[config.mk]
export PLATFORM = sky130hd
export DESIGN_NAME = tmr_voter
export DESIGN_NICKNAME = d
export VERILOG_FILES = /design/src/rtl/tmr_voter_pkg.sv /design/src/rtl/vote_window.sv /design/src/rtl/lane_capture.sv /design/src/rtl/vote_core.sv /design/src/rtl/fault_tracker.sv /design/src/rtl/tmr_voter.sv
export SDC_FILE = /design/constraint.sdc
export NUM_CORES = 1
export LEC_CHECK = 0
export BUFFER_PORTS_ARGS = -buffer_cell sky130_fd_sc_hd__buf_2
export CORE_UTILIZATION = 23
export CTS_BUF_LIST = sky130_fd_sc_hd__clkbuf_8
export CTS_CLUSTER_SIZE = 40
export DETAILED_ROUTE_END_ITERATION = 8
export GPL_ROUTABILITY_DRIVEN = 0
export PLACE_DENSITY_LB_ADDON = 0.12
export REMOVE_ABC_BUFFERS = 1
export SETUP_SLACK_MARGIN = 0.1
export SLEW_MARGIN = 20
export SYNTH_ARGS = -nofsm -noshare
export SYNTH_HDL_FRONTEND = slang
export SYNTH_SLANG_ARGS = --single-unit
[constraint.sdc]
create_clock -name clk_i -period 3.1 [get_ports clk_i]
set_input_delay 0.155 -clock clk_i [delete_from_list [all_inputs] [get_ports clk_i]]
set_output_delay 0.155 -clock clk_i [all_outputs]
set_load 0.01 [all_outputs]
[src/rtl/tmr_voter_pkg.sv]
package tmr_voter_pkg;
  localparam int unsigned NLANE = 3;
  typedef logic [NLANE-1:0] lane_mask_t;
endpackage

[src/rtl/vote_window.sv]
module vote_window #(
  parameter int unsigned WIN_CYC = 4
) (
  input  logic clk_i,
  input  logic rst_ni,
  input  logic frame_i,
  output logic win_start_o,
  output logic in_win_o,
  output logic close_o
);
  localparam int unsigned CW = $clog2(WIN_CYC + 1);
  localparam logic [CW-1:0] LAST_CNT = CW'(WIN_CYC - 1);

  logic          active_q;
  logic [CW-1:0] cnt_q;
  logic [CW-1:0] cur_cnt;
  logic          last_cyc;
  logic          close_q;

  assign cur_cnt     = active_q ? cnt_q : '0;
  assign in_win_o    = active_q | frame_i;
  assign win_start_o = frame_i & ~active_q;
  assign last_cyc    = in_win_o && (cur_cnt == LAST_CNT);
  assign close_o     = close_q;

  always_ff @(posedge clk_i or negedge rst_ni) begin
    if (!rst_ni) begin
      active_q <= 1'b0;
      cnt_q    <= '0;
      close_q  <= 1'b0;
    end else begin
      close_q <= last_cyc;
      if (win_start_o) begin
        active_q <= ~last_cyc;
        cnt_q    <= CW'(1);
      end else if (active_q) begin
        if (last_cyc) active_q <= 1'b0;
        else          cnt_q    <= cnt_q + CW'(1);
      end
    end
  end

  // window never runs past its length
  assert_cnt_bound_R8: assert property (@(posedge clk_i) disable iff (!rst_ni)
    active_q |-> (cnt_q < CW'(WIN_CYC)));
  // a new window cannot start while one is open
  assert_no_restart_R9: assert property (@(posedge clk_i) disable iff (!rst_ni)
    (active_q && !last_cyc) |=> active_q);
endmodule

[src/rtl/lane_capture.sv]
module lane_capture #(
  parameter int unsigned DATA_W = 16
) (
  input  logic              clk_i,
  input  logic              rst_ni,
  input  logic              win_start_i,
  input  logic              in_win_i,
  input  logic              vld_i,
  input  logic [DATA_W-1:0] data_i,
  output logic              got_o,
  output logic [DATA_W-1:0] word_o
);
  logic              got_q;
  logic [DATA_W-1:0] word_q;

  always_ff @(posedge clk_i or negedge rst_ni) begin
    if (!rst_ni) begin
      got_q  <= 1'b0;
      word_q <= '0;
    end else if (win_start_i) begin
      got_q <= vld_i;
      if (vld_i) word_q <= data_i;
    end else if (in_win_i && vld_i && !got_q) begin
      got_q  <= 1'b1;
      word_q <= data_i;
    end
  end

  assign got_o  = got_q;
  assign word_o = word_q;

  // first word of a window is kept
  assert_first_word_R9: assert property (@(posedge clk_i) disable iff (!rst_ni)
    (got_q && !win_start_i) |=> $stable(word_q));
endmodule

[src/rtl/vote_core.sv]
module vote_core
  import tmr_voter_pkg::*;
#(
  parameter int unsigned DATA_W = 16
) (
  input  logic                         clk_i,
  input  logic                         rst_ni,
  input  logic                         check_i,
  input  lane_mask_t                   got_i,
  input  logic [NLANE-1:0][DATA_W-1:0] word_i,
  output logic                         have_o,
  output logic [DATA_W-1:0]            maj_o,
  output lane_mask_t                   agree_o
);
  // pair p compares lanes PA[p] and PB[p]
  localparam int unsigned NPAIR = 3;
  localparam int unsigned PA [NPAIR] = '{0, 0, 1};
  localparam int unsigned PB [NPAIR] = '{1, 2, 2};

  logic [NPAIR-1:0] pair_eq;

  for (genvar p = 0; p < NPAIR; p++) begin : g_pair
    assign pair_eq[p] = got_i[PA[p]] && got_i[PB[p]] &&
                        (word_i[PA[p]] == word_i[PB[p]]);
  end

  assign have_o = |pair_eq;
  assign maj_o  = (pair_eq[0] | pair_eq[1]) ? word_i[0] : word_i[2];

  for (genvar l = 0; l < NLANE; l++) begin : g_agree
    assign agree_o[l] = got_i[l] && have_o && (word_i[l] == maj_o);
  end

  // a majority always has at least two supporters
  assert_two_agree_R2: assert property (@(posedge clk_i) disable iff (!rst_ni)
    (check_i && have_o) |-> ($countones(agree_o) >= 2));
  // missing lanes never support the vote
  assert_late_excluded_R5: assert property (@(posedge clk_i) disable iff (!rst_ni)
    check_i |-> ((agree_o & ~got_i) == '0));
endmodule

[src/rtl/fault_tracker.sv]
module fault_tracker
  import tmr_voter_pkg::*;
(
  input  logic       clk_i,
  input  logic       rst_ni,
  input  logic       close_i,
  input  logic       have_i,
  input  lane_mask_t got_i,
  input  lane_mask_t agree_i,
  input  lane_mask_t ack_i,
  output lane_mask_t dis_o,
  output lane_mask_t late_o,
  output logic       degraded_o
);
  lane_mask_t dis_q, late_q, ok_q;

  for (genvar l = 0; l < NLANE; l++) begin : g_lane
    logic set_dis, set_late, clr;
    assign set_dis  = close_i && have_i && got_i[l] && !agree_i[l];
    assign set_late = close_i && !got_i[l];
    assign clr      = ack_i[l] && ok_q[l];

    always_ff @(posedge clk_i or negedge rst_ni) begin
      if (!rst_ni) begin
        dis_q[l]  <= 1'b0;
        late_q[l] <= 1'b0;
        ok_q[l]   <= 1'b0;
      end else begin
        dis_q[l]  <= set_dis  | (dis_q[l]  & ~clr);
        late_q[l] <= set_late | (late_q[l] & ~clr);
        if (close_i) ok_q[l] <= agree_i[l];
      end
    end

    assert_dis_clear_R7: assert property (@(posedge clk_i) disable iff (!rst_ni)
      $fell(dis_q[l]) |-> $past(ack_i[l]));
    assert_late_clear_R7: assert property (@(posedge clk_i) disable iff (!rst_ni)
      $fell(late_q[l]) |-> $past(ack_i[l]));
    assert_late_set_R5: assert property (@(posedge clk_i) disable iff (!rst_ni)
      (close_i && !got_i[l]) |=> late_q[l]);
  end

  assign dis_o      = dis_q;
  assign late_o     = late_q;
  assign degraded_o = |(dis_q | late_q);
endmodule

[src/rtl/tmr_voter.sv]
module tmr_voter
  import tmr_voter_pkg::*;
#(
  parameter int unsigned DATA_W  = 16,
  parameter int unsigned WIN_CYC = 4
) (
  input  logic                         clk_i,
  input  logic                         rst_ni,
  input  logic                         frame_i,
  input  logic [NLANE-1:0]             lane_vld_i,
  input  logic [NLANE-1:0][DATA_W-1:0] lane_data_i,
  input  logic [NLANE-1:0]             ack_i,
  output logic [DATA_W-1:0]            voted_data_o,
  output logic                         voted_vld_o,
  output logic                         no_maj_o,
  output logic                         degraded_o,
  output logic [NLANE-1:0]             dis_flag_o,
  output logic [NLANE-1:0]             late_flag_o
);
  logic win_start, in_win, close;
  lane_mask_t got, agree;
  logic [NLANE-1:0][DATA_W-1:0] word;
  logic have;
  logic [DATA_W-1:0] maj;

  vote_window #(.WIN_CYC(WIN_CYC)) u_win (
    .clk_i, .rst_ni, .frame_i,
    .win_start_o(win_start), .in_win_o(in_win), .close_o(close)
  );

  for (genvar l = 0; l < NLANE; l++) begin : g_cap
    lane_capture #(.DATA_W(DATA_W)) u_cap (
      .clk_i, .rst_ni,
      .win_start_i(win_start), .in_win_i(in_win),
      .vld_i(lane_vld_i[l]), .data_i(lane_data_i[l]),
      .got_o(got[l]), .word_o(word[l])
    );
  end

  vote_core #(.DATA_W(DATA_W)) u_vote (
    .clk_i, .rst_ni, .check_i(close),
    .got_i(got), .word_i(word),
    .have_o(have), .maj_o(maj), .agree_o(agree)
  );

  fault_tracker u_flt (
    .clk_i, .rst_ni, .close_i(close), .have_i(have),
    .got_i(got), .agree_i(agree), .ack_i(ack_i),
    .dis_o(dis_flag_o), .late_o(late_flag_o), .degraded_o(degraded_o)
  );

  logic [DATA_W-1:0] out_q;
  logic vld_q, nomaj_q;

  always_ff @(posedge clk_i or negedge rst_ni) begin
    if (!rst_ni) begin
      out_q   <= '0;
      vld_q   <= 1'b0;
      nomaj_q <= 1'b0;
    end else begin
      vld_q <= close;
      if (close) begin
        nomaj_q <= ~have;
        if (have) out_q <= maj;
      end
    end
  end

  assign voted_data_o = out_q;
  assign voted_vld_o  = vld_q;
  assign no_maj_o     = nomaj_q;

  // no majority: output held
  assert_hold_on_nomaj_R4: assert property (@(posedge clk_i) disable iff (!rst_ni)
    (voted_vld_o && no_maj_o) |-> (voted_data_o == $past(voted_data_o)));
  // status only moves with a vote
  assert_nomaj_stable_R4: assert property (@(posedge clk_i) disable iff (!rst_ni)
    !voted_vld_o |-> $stable(no_maj_o));
endmodule

==> flow_results.org, run 1 <==
** Synthesis
- Sequential share of the synthesized area :: 0.493
- Summing every instance area after synthesis gives 4210 sq um.
- For this run, asynchronously set or reset flops after synthesis account for 1.00.
- Post-synthesis register bit count :: 83
- Synthesis produced between 300 and 400 cells.
- Post-synth EDFFs :: 0
- Synth Warn # :: 0
- Distinct cell type count of the synthesized netlist :: 41
- Top flip-flop cell by instance count after synthesis :: dfrtp_1
- Mean instance size in the synthesized netlist :: 11.2 sq um

** Cells and area
- The library cells used most frequently in the layout, excluding fill and tap cells, are dfrtp_1, buf_2, mux2_2.
- Most frequent standard cell in the layout excluding fill and tap cells :: dfrtp_1
- The number of antenna diodes in the final layout is 0.
- Fill cell count :: 1896
- Final core utilization :: 0.311
- In the final layout, the share of cells above drive strength 1 is 0.360.
- The net count of the finished layout is 572.
- Synthesis-to-layout area growth :: 32.8%

** Worst setup path
- Delay-heaviest family, CP :: simple AND/OR/NAND/NOR gates
- The critical path is of the reg -> reg type.
- In this run the critical register-to-register path is launched from g_cap[0].u_cap.word_o[15].
- Crit path launch :: g_cap[0].u_cap.word_o[15]
- WP data required :: between 3 and 4 ns
- Slowest cell delay on critical path :: 0.49 ns
- Reg2reg path depth :: 8
- STA classifies the critical path startpoint as a register.
- The worst setup path is captured at a register.
- Cell chain of the critical path :: xor2_1, or3_1, or3_2, o22ai_2, mux2_4, nor4_4, nand4_1, a32o_2
- Data arrives at the worst endpoint at 3.16 ns.
- In this run the number of cells on the critical path is 8.
- Among all stages on the critical path, the largest delay is contributed by or3_2.
- In this run the worst path has a maximum fanout of 4.
- Terminus of the critical flop-to-flop path :: u_flt.dis_o[1]
- Setup slack on the worst reg-to-reg path comes out at 0.21 ns.
- In this run the worst setup path terminates at u_flt.dis_o[1].
- The number of buffers and inverters on the critical path is 0.

** Routing
- The count of nets left with antenna violations once routing finished came out at 0.
- Router iterations before antenna repair :: 4
- Mean number of vias per cell :: 4.38
- Initial DRC Count :: 103
- Wires add up to 12400 um.
- After detailed routing, the average wire length per cell comes to 16.5 um.
- Total number of vias :: 3277
- Post-route DRC violation count :: 0

** Timing
- Summed over all failing endpoints, the final setup total negative slack is 0 ns.
- Hold violation count in the final report :: 0
- Number of max-slew violations in the final report :: 0
- Setup repair after global routing left no endpoint under its margin.
- At the pin with the least slew margin, the transition time is 0.966 ns.
- Setup violations remaining at the end of the flow were counted as 0.
- Slew Limit Headroom :: 0.356
- Fmax :: 346 MHz
- In the finished design, the share of the clock period the worst path needs comes to 0.933.
- The clock arrives with ~0.0095 ns of skew.
- After layout, the minimum clock period comes to 2.89 ns.

** Clock tree
- Cell at the root of the clock tree :: clkbuf_8
- The later pin in the worst-skew pair is clocked with a latency of between 0.3 and 0.4 ns.
- CTS built an H-tree with a depth of 3.
- Counting every sink on the clock net gives 83.
- Clock tree from TritonCTS :: done
- Clock-pin slew was measured on the worst setup and hold paths at 0.09 ns.
- Clock tree buffer depth :: 2
- Number of buffers created by CTS :: 9

** Global routing
- Via count of the first global-routing pass :: 3454
- Across every metal layer, demand over resource in global routing totals 0.142.
- Final global-route overflow total :: 0
- First-pass GRT wire length :: 19500 um
- Pin count of the biggest net entering global routing :: 71
- Number of antenna violations at the first check in global routing :: 0

** Pwr
- Total power divided by cell area :: around 860 nW/um^2
- IR drop worst, VDD :: 0.287 mV
- Static leakage power :: 2.49 nW

** Floorplanning
- From left edge to right edge, the die measures 137 um.
- Ports :: 82
- The floorplan has 49 rows.
- Starting density of the core :: 0.234
- Core Region :: 18000 sq um
- The die covers 18800 sq um.
- Die Ht :: roughly 140 um

** Job
- The tool flagged a number of max-cap violations equal to 0.

** Placement
- Summed over all nets, the half-perimeter wirelength after detailed placement is 9080 um.
- Count of buffers from port buffering :: between 80 and 90

** Status
- Result of the run :: finished, final reports clean

** Worst hold path
- Worst Hold Class :: in -> reg
## sequential cells by signal (all words and copies together), names as in the netlist
register	flops
u_flt.ok_q	3
no_maj_o	1
u_win.active_q	1
u_flt.dis_o	3
g_cap.u_cap.word_o	48
voted_vld_o	1
g_cap.u_cap.got_o	3
voted_data_o	16
u_flt.late_o	3
u_win.cnt_q	3
u_win.close_o	1
## cell type report
class | instances | area (sq um) | share of cell area
clock inverter | 7 | 51.3 | 0.00918
clock buffer | 9 | 124 | 0.0222
sequential | 83 | 2080 | 0.372
inverter | 12 | 45.0 | 0.00806
multi-input combinational | 271 | 2090 | 0.374
timing repair buffer | 137 | 911 | 0.163
tap | 229 | 287 | 0.0513
## cells by family (layout without fill, tap and decap cells)
family,count (synthesis),count (layout),synth area share
simple gates,101,101,0.122
flops,83,83,0.493
mux,71,71,0.184
compound gates,51,51,0.0758
fa+ha+maj,1,1,0.00297
buf+inv,22,165,0.0235
xor+xnor,47,47,0.0978
## report_power, final
part	switching (W)	internal [W]
combinational	0.00101	0.00109
sequential	0.000511	0.00146
clock	0.000437	0.000295
## worst min path at each step
| stage | slack, ns | cells after the start | from | endpoint |
|---|---|---|---|---|
| 6_report | 0.02 | 2 | lane_data_i[26] | g_cap[1].u_cap.word_o[10] |
| 5_1_grt | 0.005 | 2 | lane_data_i[26] | g_cap[1].u_cap.word_o[10] |
| 4_1_cts | 0.0005 | 2 | lane_data_i[0] | g_cap[0].u_cap.word_o[0] |
| 3_5_place_dp | 0.37 | 1 | rst_ni | voted_data_o[10] |
| 3_3_place_gp | 0.38 | 1 | rst_ni | voted_data_o[10] |
| 2_1_floorplan | -0.14 | 0 | rst_ni | g_cap[0].u_cap.got_o |
## stage by stage
step / worst slack [ns] / hold slack (ns) / instance area (sq um) / std cells / power [W]
after detailed placement: 0.107 / 0.375 / 5000 / 695 / 0.00403
after global placement: 0.200 / 0.378 / 5000 / 695 / 0.00400
final: 0.207 / 0.0194 / 5590 / 748 / 0.00480
after floorplan: 0.252 / -0.141 / 4160 / 366 / 0.00323
after global routing: 0.0978 / 0.00524 / 5590 / 748 / 0.00519
after CTS: 0.116 / 0.000455 / 5500 / 743 / 0.00482
## layer usage
metal / track usage / vias to the layer above / share of wire
li1: - / 1604 / -
met5: 0 / - / 0
met4: 0.0379 / 0 / 0.013
met2: 0.226 / 65 / 0.47
met3: 0.0379 / 13 / 0.040
met1: 0.189 / 1595 / 0.48
## worst reg2reg max path: cells and delay by family (launching register included)
kind | cells | cell delay [ns]
compound gates | 2 | 0.51
xor+xnor | 1 | 0.17
flops | 1 | 0.44
mux | 1 | 0.33
simple gates | 4 | 1.35
## cells in the mapped netlist, drive strengths merged, types with 4 or more instances
cell    instances  area share
nor2           10      0.0089
xor2           19       0.040
clkbuf          7      0.0062
dfrtp          83        0.49
xnor2          28       0.058
nor2b           4      0.0059
nand2          42       0.037
mux2i          20       0.048
nand3           4      0.0048
o22ai           4      0.0074
a21oi           5      0.0059
or3             5      0.0092
nand2b         10       0.015
mux2           51        0.14
o21ai          29       0.034
nand4           9       0.013
inv            12       0.011
nor4            9       0.013
## what timing repair did
action	CTS	global route
pin swaps	0	5
hold endpoints to repair	100	1
gates resized for setup	1	9
buffers inserted	0	4
setup endpoints to repair	1	2
hold buffers	32	1
No activity file was read; power rests on OpenSTA's default activity.
==> inputs of run 2 (changes only) <==
--- a/config.mk
+++ b/config.mk
@@ -12,7 +12,6 @@
 export DETAILED_ROUTE_END_ITERATION = 8
 export GPL_ROUTABILITY_DRIVEN = 0
 export PLACE_DENSITY_LB_ADDON = 0.12
-export REMOVE_ABC_BUFFERS = 1
 export SETUP_SLACK_MARGIN = 0.1
 export SLEW_MARGIN = 20
 export SYNTH_ARGS = -nofsm -noshare
==> run 2 against run 1 <==
Critical path depth is the same. Sequential cell count stayed put. Largest cell class unchanged. Via count rose by 0.76%. Count of clock-buffer cells in the layout is the same. First-iteration DRC count grew 48%.
==> flow_results.org, run 2 (synthesis gave the netlist of run 1 again) <==
** Cells and area
- The register with the most flip-flops in the layout has 48 of them.
- 0 antenna diodes ended up in the layout.
- The multi-input combinational cells in the finished layout cover a total of 2120 sq um.
- Storage cell area :: 2080 sq um
- Compared with the post-synthesis result, the final layout area differs by 36.4%.
- Fill cell count :: 1903
- Commonest non-fill, non-tap cells in the layout :: dfrtp_1, buf_2, mux2_2
- Fraction of final layout cells sized beyond drive strength 1 :: 0.376
- Fin nets :: 581
- The finished cells cover 5740 sq um.
- Most frequent standard cell in the layout excluding fill and tap cells :: dfrtp_1

** Routing
- Antenna-violating nets left :: 0
- Initial DRC Count :: about 150
- Routed length per placed instance :: 17.1 um
- For this run, design rule violations remaining after detail routing come to 0.
- For this run, the detailed router's first-pass iteration total came to 4.
- The final route contains 3302 vias.
- Using the TritonRoute via totals, the vias-per-cell ratio works out to between 4 and 5.
- The final layout contains routed wiring with a total length of ~13000 um.

** Timing
- Share of the clock period used by the worst path :: 0.921
- Setup repair after global routing left no endpoint under its margin.
- Aggregate negative setup slack :: 0 ns
- The number of slew-limit violations in the final report came to 0.
- Slew Limit Headroom :: 0.635
- The clock arrives with between 0.01 and 0.015 ns of skew.
- Transition time of the tightest slew-check pin :: 0.547 ns
- Final setup violation count :: 0
- Min Tclk post-route :: 2.85 ns
- Fmax :: 350 MHz
- The hold violation total from the final report was 0.

** Pwr
- For this design the static power due to leakage is 2.59 nW.
- Total power divided by cell area :: 903 nW/um^2
- IR drop worst, VDD :: around 0.34 mV

** Clock tree
- Clk Latency, worst-skew pair :: 0.38 ns
- The longest clock path from root to sink contains 2 buffers.
- Number of buffers created by CTS :: 9
- Clock tree synthesis found a total of 83 sinks.
- Maximum level of the CTS H-tree :: 3
- Clock tree from TritonCTS :: done
- Clock transition at path regs :: about 0.09 ns
- The tree is rooted in a clkbuf_8.

** Worst setup path
- Delay-heaviest family, CP :: simple AND/OR/NAND/NOR gates
- The critical path is of the reg -> reg type.
- For the worst setup path, the data required time is ~3.4 ns.
- The worst setup path is launched from a register.
- Startpoint of the worst register-to-register path :: g_cap[0].u_cap.word_o[12]
- Cell chain of the critical path :: xor2_1, or3_1, or3_2, o22ai_2, mux2_2, nor4_2, nand4_1, a32o_2
- Slowest cell delay on critical path :: 0.48 ns
- Sum of buffers and inverters on the critical path :: 0
- CP max stage cell :: or3_2
- Tracing the worst setup path back leads to its startpoint at g_cap[0].u_cap.word_o[12].
- Worst EP arrival :: 3.13 ns
- The worst setup path is captured at a register.
- Along the worst path, the maximum fanout reaches 5.

** Status
- Result of the run :: finished, final reports clean

** Global routing
- Pin count of the biggest net entering global routing :: 42
- Met1 routing resource usage after global routing :: 0.198
- Via count of the first global-routing pass :: 3272
- Met2 GRT Util :: 0.234
- The number of antenna violations at the first check in global routing was 0.
- Combined global-route utilization of all metal layers :: 0.147
- met2 is the most crowded layer.
- The total overflow left after global routing is 0.
- The first global-routing pass estimated between 15000 and 20000 um of wire.
- In the global route stage, met3 resource usage came out at 0.0309.

** Worst hold path
- In this run the most critical hold path is launched from lane_data_i[27].
- Worst Hold Class :: in -> reg

** Floorplanning
- The floorplan step defined a die boundary enclosing 18800 sq um.
- Standard-cell rows :: just under 50
- Die Ht :: 137 um
- Measured along the x axis, the die boundary spans 137 um.
- For this configuration, the core starts out at a cell density of 0.234.
- Ports :: 82
- Core Region :: 18000 sq um

** Job
- Number of violations of the max-capacitance limit :: 0

** Placement
- After legalization and detailed placement, the total HPWL measured 10100 um.
- Count of buffers from port buffering :: 81
- Placed cell area :: roughly 5100 sq um

** Synthesis
- When the netlist entered floorplanning its net count stood at 434.
-- run 2: power by group --
group          total (W)  internal [W]  switching (W)
clock           0.000929      0.000526       0.000403
combinational    0.00229       0.00117        0.00112
sequential       0.00197       0.00146       0.000506
total            0.00518       0.00316        0.00203
-- run 2: routing by layer --
metal / vias to the layer above / wire [um]
met5: - / 0
met4: 0 / 155
met3: 10 / 603
met2: 77 / 6040
met1: 1598 / 6130
li1: 1617 / -
-- run 2: worst paths after layout --
check	to	slack, ns	cells past startpoint
setup reg to reg	u_flt.dis_o[1]	0.25	8
max in group asynchronous	g_cap[0].u_cap.word_o[12]	2.07	3
hold reg to reg	voted_data_o[12]	0.48	2
hold / removal	g_cap[1].u_cap.word_o[11]	0.02	2
min in group asynchronous	voted_data_o[8]	0.30	2
setup / recovery	u_flt.dis_o[1]	0.25	8
-- run 2: layout make-up --
cell class | instances | share of cell area
clock buffer | 9 | 0.0216
timing repair buffer | 146 | 0.171
tap | 229 | 0.0499
inverter | 12 | 0.00785
multi-input combinational | 271 | 0.369
sequential | 83 | 0.362
clock inverter | 6 | 0.0185
-- run 2: timing repair --
action | in CTS | in global routing
gates resized for setup | 2 | 13
cloned | 0 | 0
hold endpoints to repair | 71 | 1
setup buffers | 0 | 4
pin swaps | 0 | 4
setup endpoints to repair | 2 | 2
hold buffers | 33 | 1
-- run 2: metrics by stage --
stage / power, W / setup slack, ns / hold WS (ns) / util / instances
after floorplan: 0.00325 / 0.372 / -0.141 / - / 376
after global placement: 0.00412 / -0.00162 / 0.192 / 0.281 / 703
after detailed placement: 0.00414 / -0.103 / 0.187 / 0.281 / 703
after CTS: 0.00514 / 0.138 / 0.000338 / 0.313 / 751
after global routing: 0.00554 / 0.109 / 0.00615 / 0.320 / 756
final: 0.00518 / 0.246 / 0.0206 / 0.320 / 756
==> inputs of run 3 (changes only) <==
--- a/config.mk
+++ b/config.mk
@@ -16,4 +16,5 @@
 export SLEW_MARGIN = 20
 export SYNTH_ARGS = -nofsm -noshare
 export SYNTH_HDL_FRONTEND = slang
+export SYNTH_HIERARCHICAL = 1
 export SYNTH_SLANG_ARGS = --single-unit
==> run 3 against run 2 <==
Total power fell by 2.6%. Largest cell class unchanged. Critical path depth is 2 higher. Via count is 6.9% lower.
==> flow_results.org, run 3 <==
** Placement
- Port buffering added 81 buffers.
- Once placement finished, the instance area stood at 5260 sq um.
- HPWL after detailed placement :: 9260 um

** Clock tree
- Clock transition at path regs :: 0.09 ns
- Cell at the root of the clock tree :: clkbuf_8
- Buffers inserted during clock tree synthesis total 9.
- No sink is reached through more buffers than the 2 on the longest clock path.
- Clk Latency, worst-skew pair :: approximately 0.38 ns
- Clock tree from TritonCTS :: done
- The tree built by TritonCTS fans out to 83 sinks.
- Maximum level of the CTS H-tree :: 3

** Floorplanning
- The floorplan step defined a die boundary enclosing 20000 sq um.
- For this design the top-level I/O count stands at a little over 80.
- Standard-cell rows :: 50
- In this run the vertical extent of the chip is 142 um.
- Die boundary width :: between 100 and 150 um
- Core Region :: 18900 sq um
- Starting density of the core :: 0.237

** Routing
- Post-route DRC violation count :: 0
- Routed length per placed instance :: 16.6 um
- In the routed layout, each cell is associated on average with a via count of 4.12.
- Initial DRC Count :: just over 80
- Detailed-route wire length :: 12400 um
- For this run, the detailed router's first-pass iteration total came to 4.
- Total number of vias :: 3073
- Antenna-violating nets left :: 0

** Synthesis
- Synth top area cells :: dfrtp_1, mux2_4, mux2_2
- Summed over all instances, the cell type with the most area after synthesis is dfrtp_1.
- Distinct cell type count of the synthesized netlist :: 44
- The most used flip-flop cell after synthesis is dfrtp_1.
- Most common cell in the synthesized netlist :: dfrtp_1
- After technology mapping, the gate count stands at 337.
- Top cells by count, synth :: dfrtp_1, mux2_2, mux2_4
- Post-synthesis register bit count :: 83
- Sequential share of the synthesized area :: 0.463
- Synthesized cell area :: 4480 sq um
- Synth Warn # :: 6
- Post-Synthesis Net Count :: 395
- Mean instance size in the synthesized netlist :: 13.3 sq um
- Of all flip-flops after synthesis, the portion carrying an async set or reset was 1.00.
- Counting flops with a built-in enable in the synthesized netlist gives 0.
- Of the post-synthesis cell area, the dominant cell type holds 0.463.

** Global routing
- Number of antenna violations at the first check in global routing :: 0
- The first global-routing pass estimated a little under 20000 um of wire.
- For met1 alone, demand over resource in global routing was 0.181.
- Fraction of met3 tracks used by global routing :: 0.0223
- Global routing finished with a remaining overflow of 0.
- Across every metal layer, demand over resource in global routing totals 0.133.
- In the global route stage, met2 resource usage came out at 0.203.
- Via count of the first global-routing pass :: 3397
- Pin count of the biggest net entering global routing :: 59
- In this run the most used layer during global routing was met2.

** Pwr
- IR analysis of the VDD net gives a maximum drop of between 0.2 and 0.25 mV.
- Switching share of total power :: 0.386
- Total power divided by cell area :: around 860 nW/um^2
- Of the total power, combinational logic draws 0.455.
- Cell internal power was estimated by the tool at slightly above 0.003 W.
- Power dissipated by switching net loads :: 0.00195 W
- Of the total power, registers draw 0.391.
- The share of total power dissipated in the clock network is 0.154.
- The analysis attributes to cell leakage a power of 2.85 nW.

** Job
- Max-cap violations in this run came to 0.

** Cells and area
- In the layout the commonest cells are dfrtp_1, buf_2, mux2_2.
- Final core utilization :: 0.310
- Most frequent standard cell in the layout excluding fill and tap cells :: dfrtp_1
- Fraction of final layout cells sized beyond drive strength 1 :: 0.475
- The repair_antennas step left the layout with diodes totalling 0.
- The register with the most flip-flops in the layout has 48 of them.
- From synthesis to final layout, the design area changed by 30.7%.
- Finished layout cell area :: 5860 sq um
- Fin nets :: approximately 540

** Worst hold path
- The min-delay analysis places its worst path in the category in -> reg.
- Hold-critical path depth :: 2

** Worst setup path
- Along the worst path, the maximum fanout reaches 5.
- STA classifies the critical path startpoint as a register.
- Reg2reg path depth :: 10
- Data on the critical path arrives at its endpoint at 3.08 ns.
- The worst setup path is captured at a register.
- Kind of critical path :: reg -> reg
- At the worst endpoint, the required time is 3.36 ns.

** Timing
- Aggregate negative setup slack :: 0 ns
- Fmax :: about 360 MHz
- Number of max-slew violations in the final report :: 0
- The hold violation total from the final report came to 0.
- Transition time of the tightest slew-check pin :: about 0.85 ns
- Share of the clock period used by the worst path :: 0.907
- Setup repair after global routing left no endpoint under its margin.
- Min Tclk post-route :: 2.81 ns
- The worst pin sits at a relative slew slack of 0.434.
- For the final database, setup skew stands at around 0.012 ns.
- Final setup violation count :: 0

** Status
- The flow ran to the end, and the final reports show no timing, DRC or antenna violations.
run 3: per-stage QoR:
| stage | hold slack [ns] | std cells | setup slack, ns | power [W] |
|---|---|---|---|---|
| 6_report | 0.0237 | 746 | 0.287 | 0.00505 |
| 2_1_floorplan | -0.141 | 337 | 0.532 | 0.00350 |
| 3_5_place_dp | 0.301 | 691 | -0.0247 | 0.00424 |
| 4_1_cts | 0.000958 | 739 | 0.103 | 0.00510 |
| 5_1_grt | 0.00835 | 746 | 0.0849 | 0.00543 |
| 3_3_place_gp | 0.292 | 691 | 0.0416 | 0.00423 |
run 3: worst paths after layout:
path | endpoint | slack [ns] | from
min reg2reg | u_win/cnt_q[2] | 0.50 | u_win/cnt_q[2]
max reg2reg | u_flt/dis_o[1] | 0.29 | g_cap[0].u_cap/word_o[8]
max in group asynchronous | u_flt/dis_o[1] | 1.99 | rst_ni
min | g_cap[0].u_cap/word_o[5] | 0.02 | lane_data_i[5]
min in group asynchronous | voted_data_o[10] | 0.39 | rst_ni
max | u_flt/dis_o[1] | 0.29 | g_cap[0].u_cap/word_o[8]
run 3: cells by family after synthesis:
logic type,Yosys count,share of synthesized area
mux,88,0.254
flops,83,0.463
simple gates,66,0.0944
xor+xnor,47,0.0918
compound gates,28,0.0567
buf+inv,24,0.0366
fa+ha+maj,1,0.00279
run 3: what timing repair did:
action / CTS / global route
gates resized for setup: 1 / 3
hold endpoints to repair: 87 / 0
setup buffers: 0 / 7
setup endpoints to repair: 2 / 2
hold buffers: 32 / 0
pin swaps: 1 / 5
run 3: critical path, stage by stage (launching register included):
cell and delay, ns:
dfrtp_1 0.44, xor2_1 0.20, nor4_2 0.34, nand4_2 0.20
o22ai_4 0.23, buf_4 0.20, mux2i_1 0.25, o2111ai_1 0.18
nor4_2 0.33, inv_1 0.07, a32o_2 0.26
run 3: final cells by class:
cell class / instances / area [sq um]
sequential: 83 / 2080
fill: 2014 / 13000
multi-input combinational: 230 / 2250
inverter: 18 / 67.6
clock inverter: 3 / 12.5
timing repair buffer: 139 / 940
clock buffer: 13 / 179
tap: 260 / 325
run 3: power groups by stage:
| stage | sequential [W] | combinational [W] | clock, W |
|---|---|---|---|
| floorplan | 0.00192 | 0.00158 | 0 |
| global placement | 0.00199 | 0.00224 | 0 |
| detailed placement | 0.00201 | 0.00223 | 0 |
| CTS | 0.00199 | 0.00229 | 0.000817 |
| global route | 0.00205 | 0.00253 | 0.000852 |
| finish | 0.00197 | 0.00230 | 0.000775 |
run 3: routing by layer:
layer / vias to the layer above / part of all wire
met4: 0 / 0.026
met1: 1520 / 0.49
met3: 17 / 0.026
met5: - / 0
met2: 59 / 0.45
li1: 1477 / -
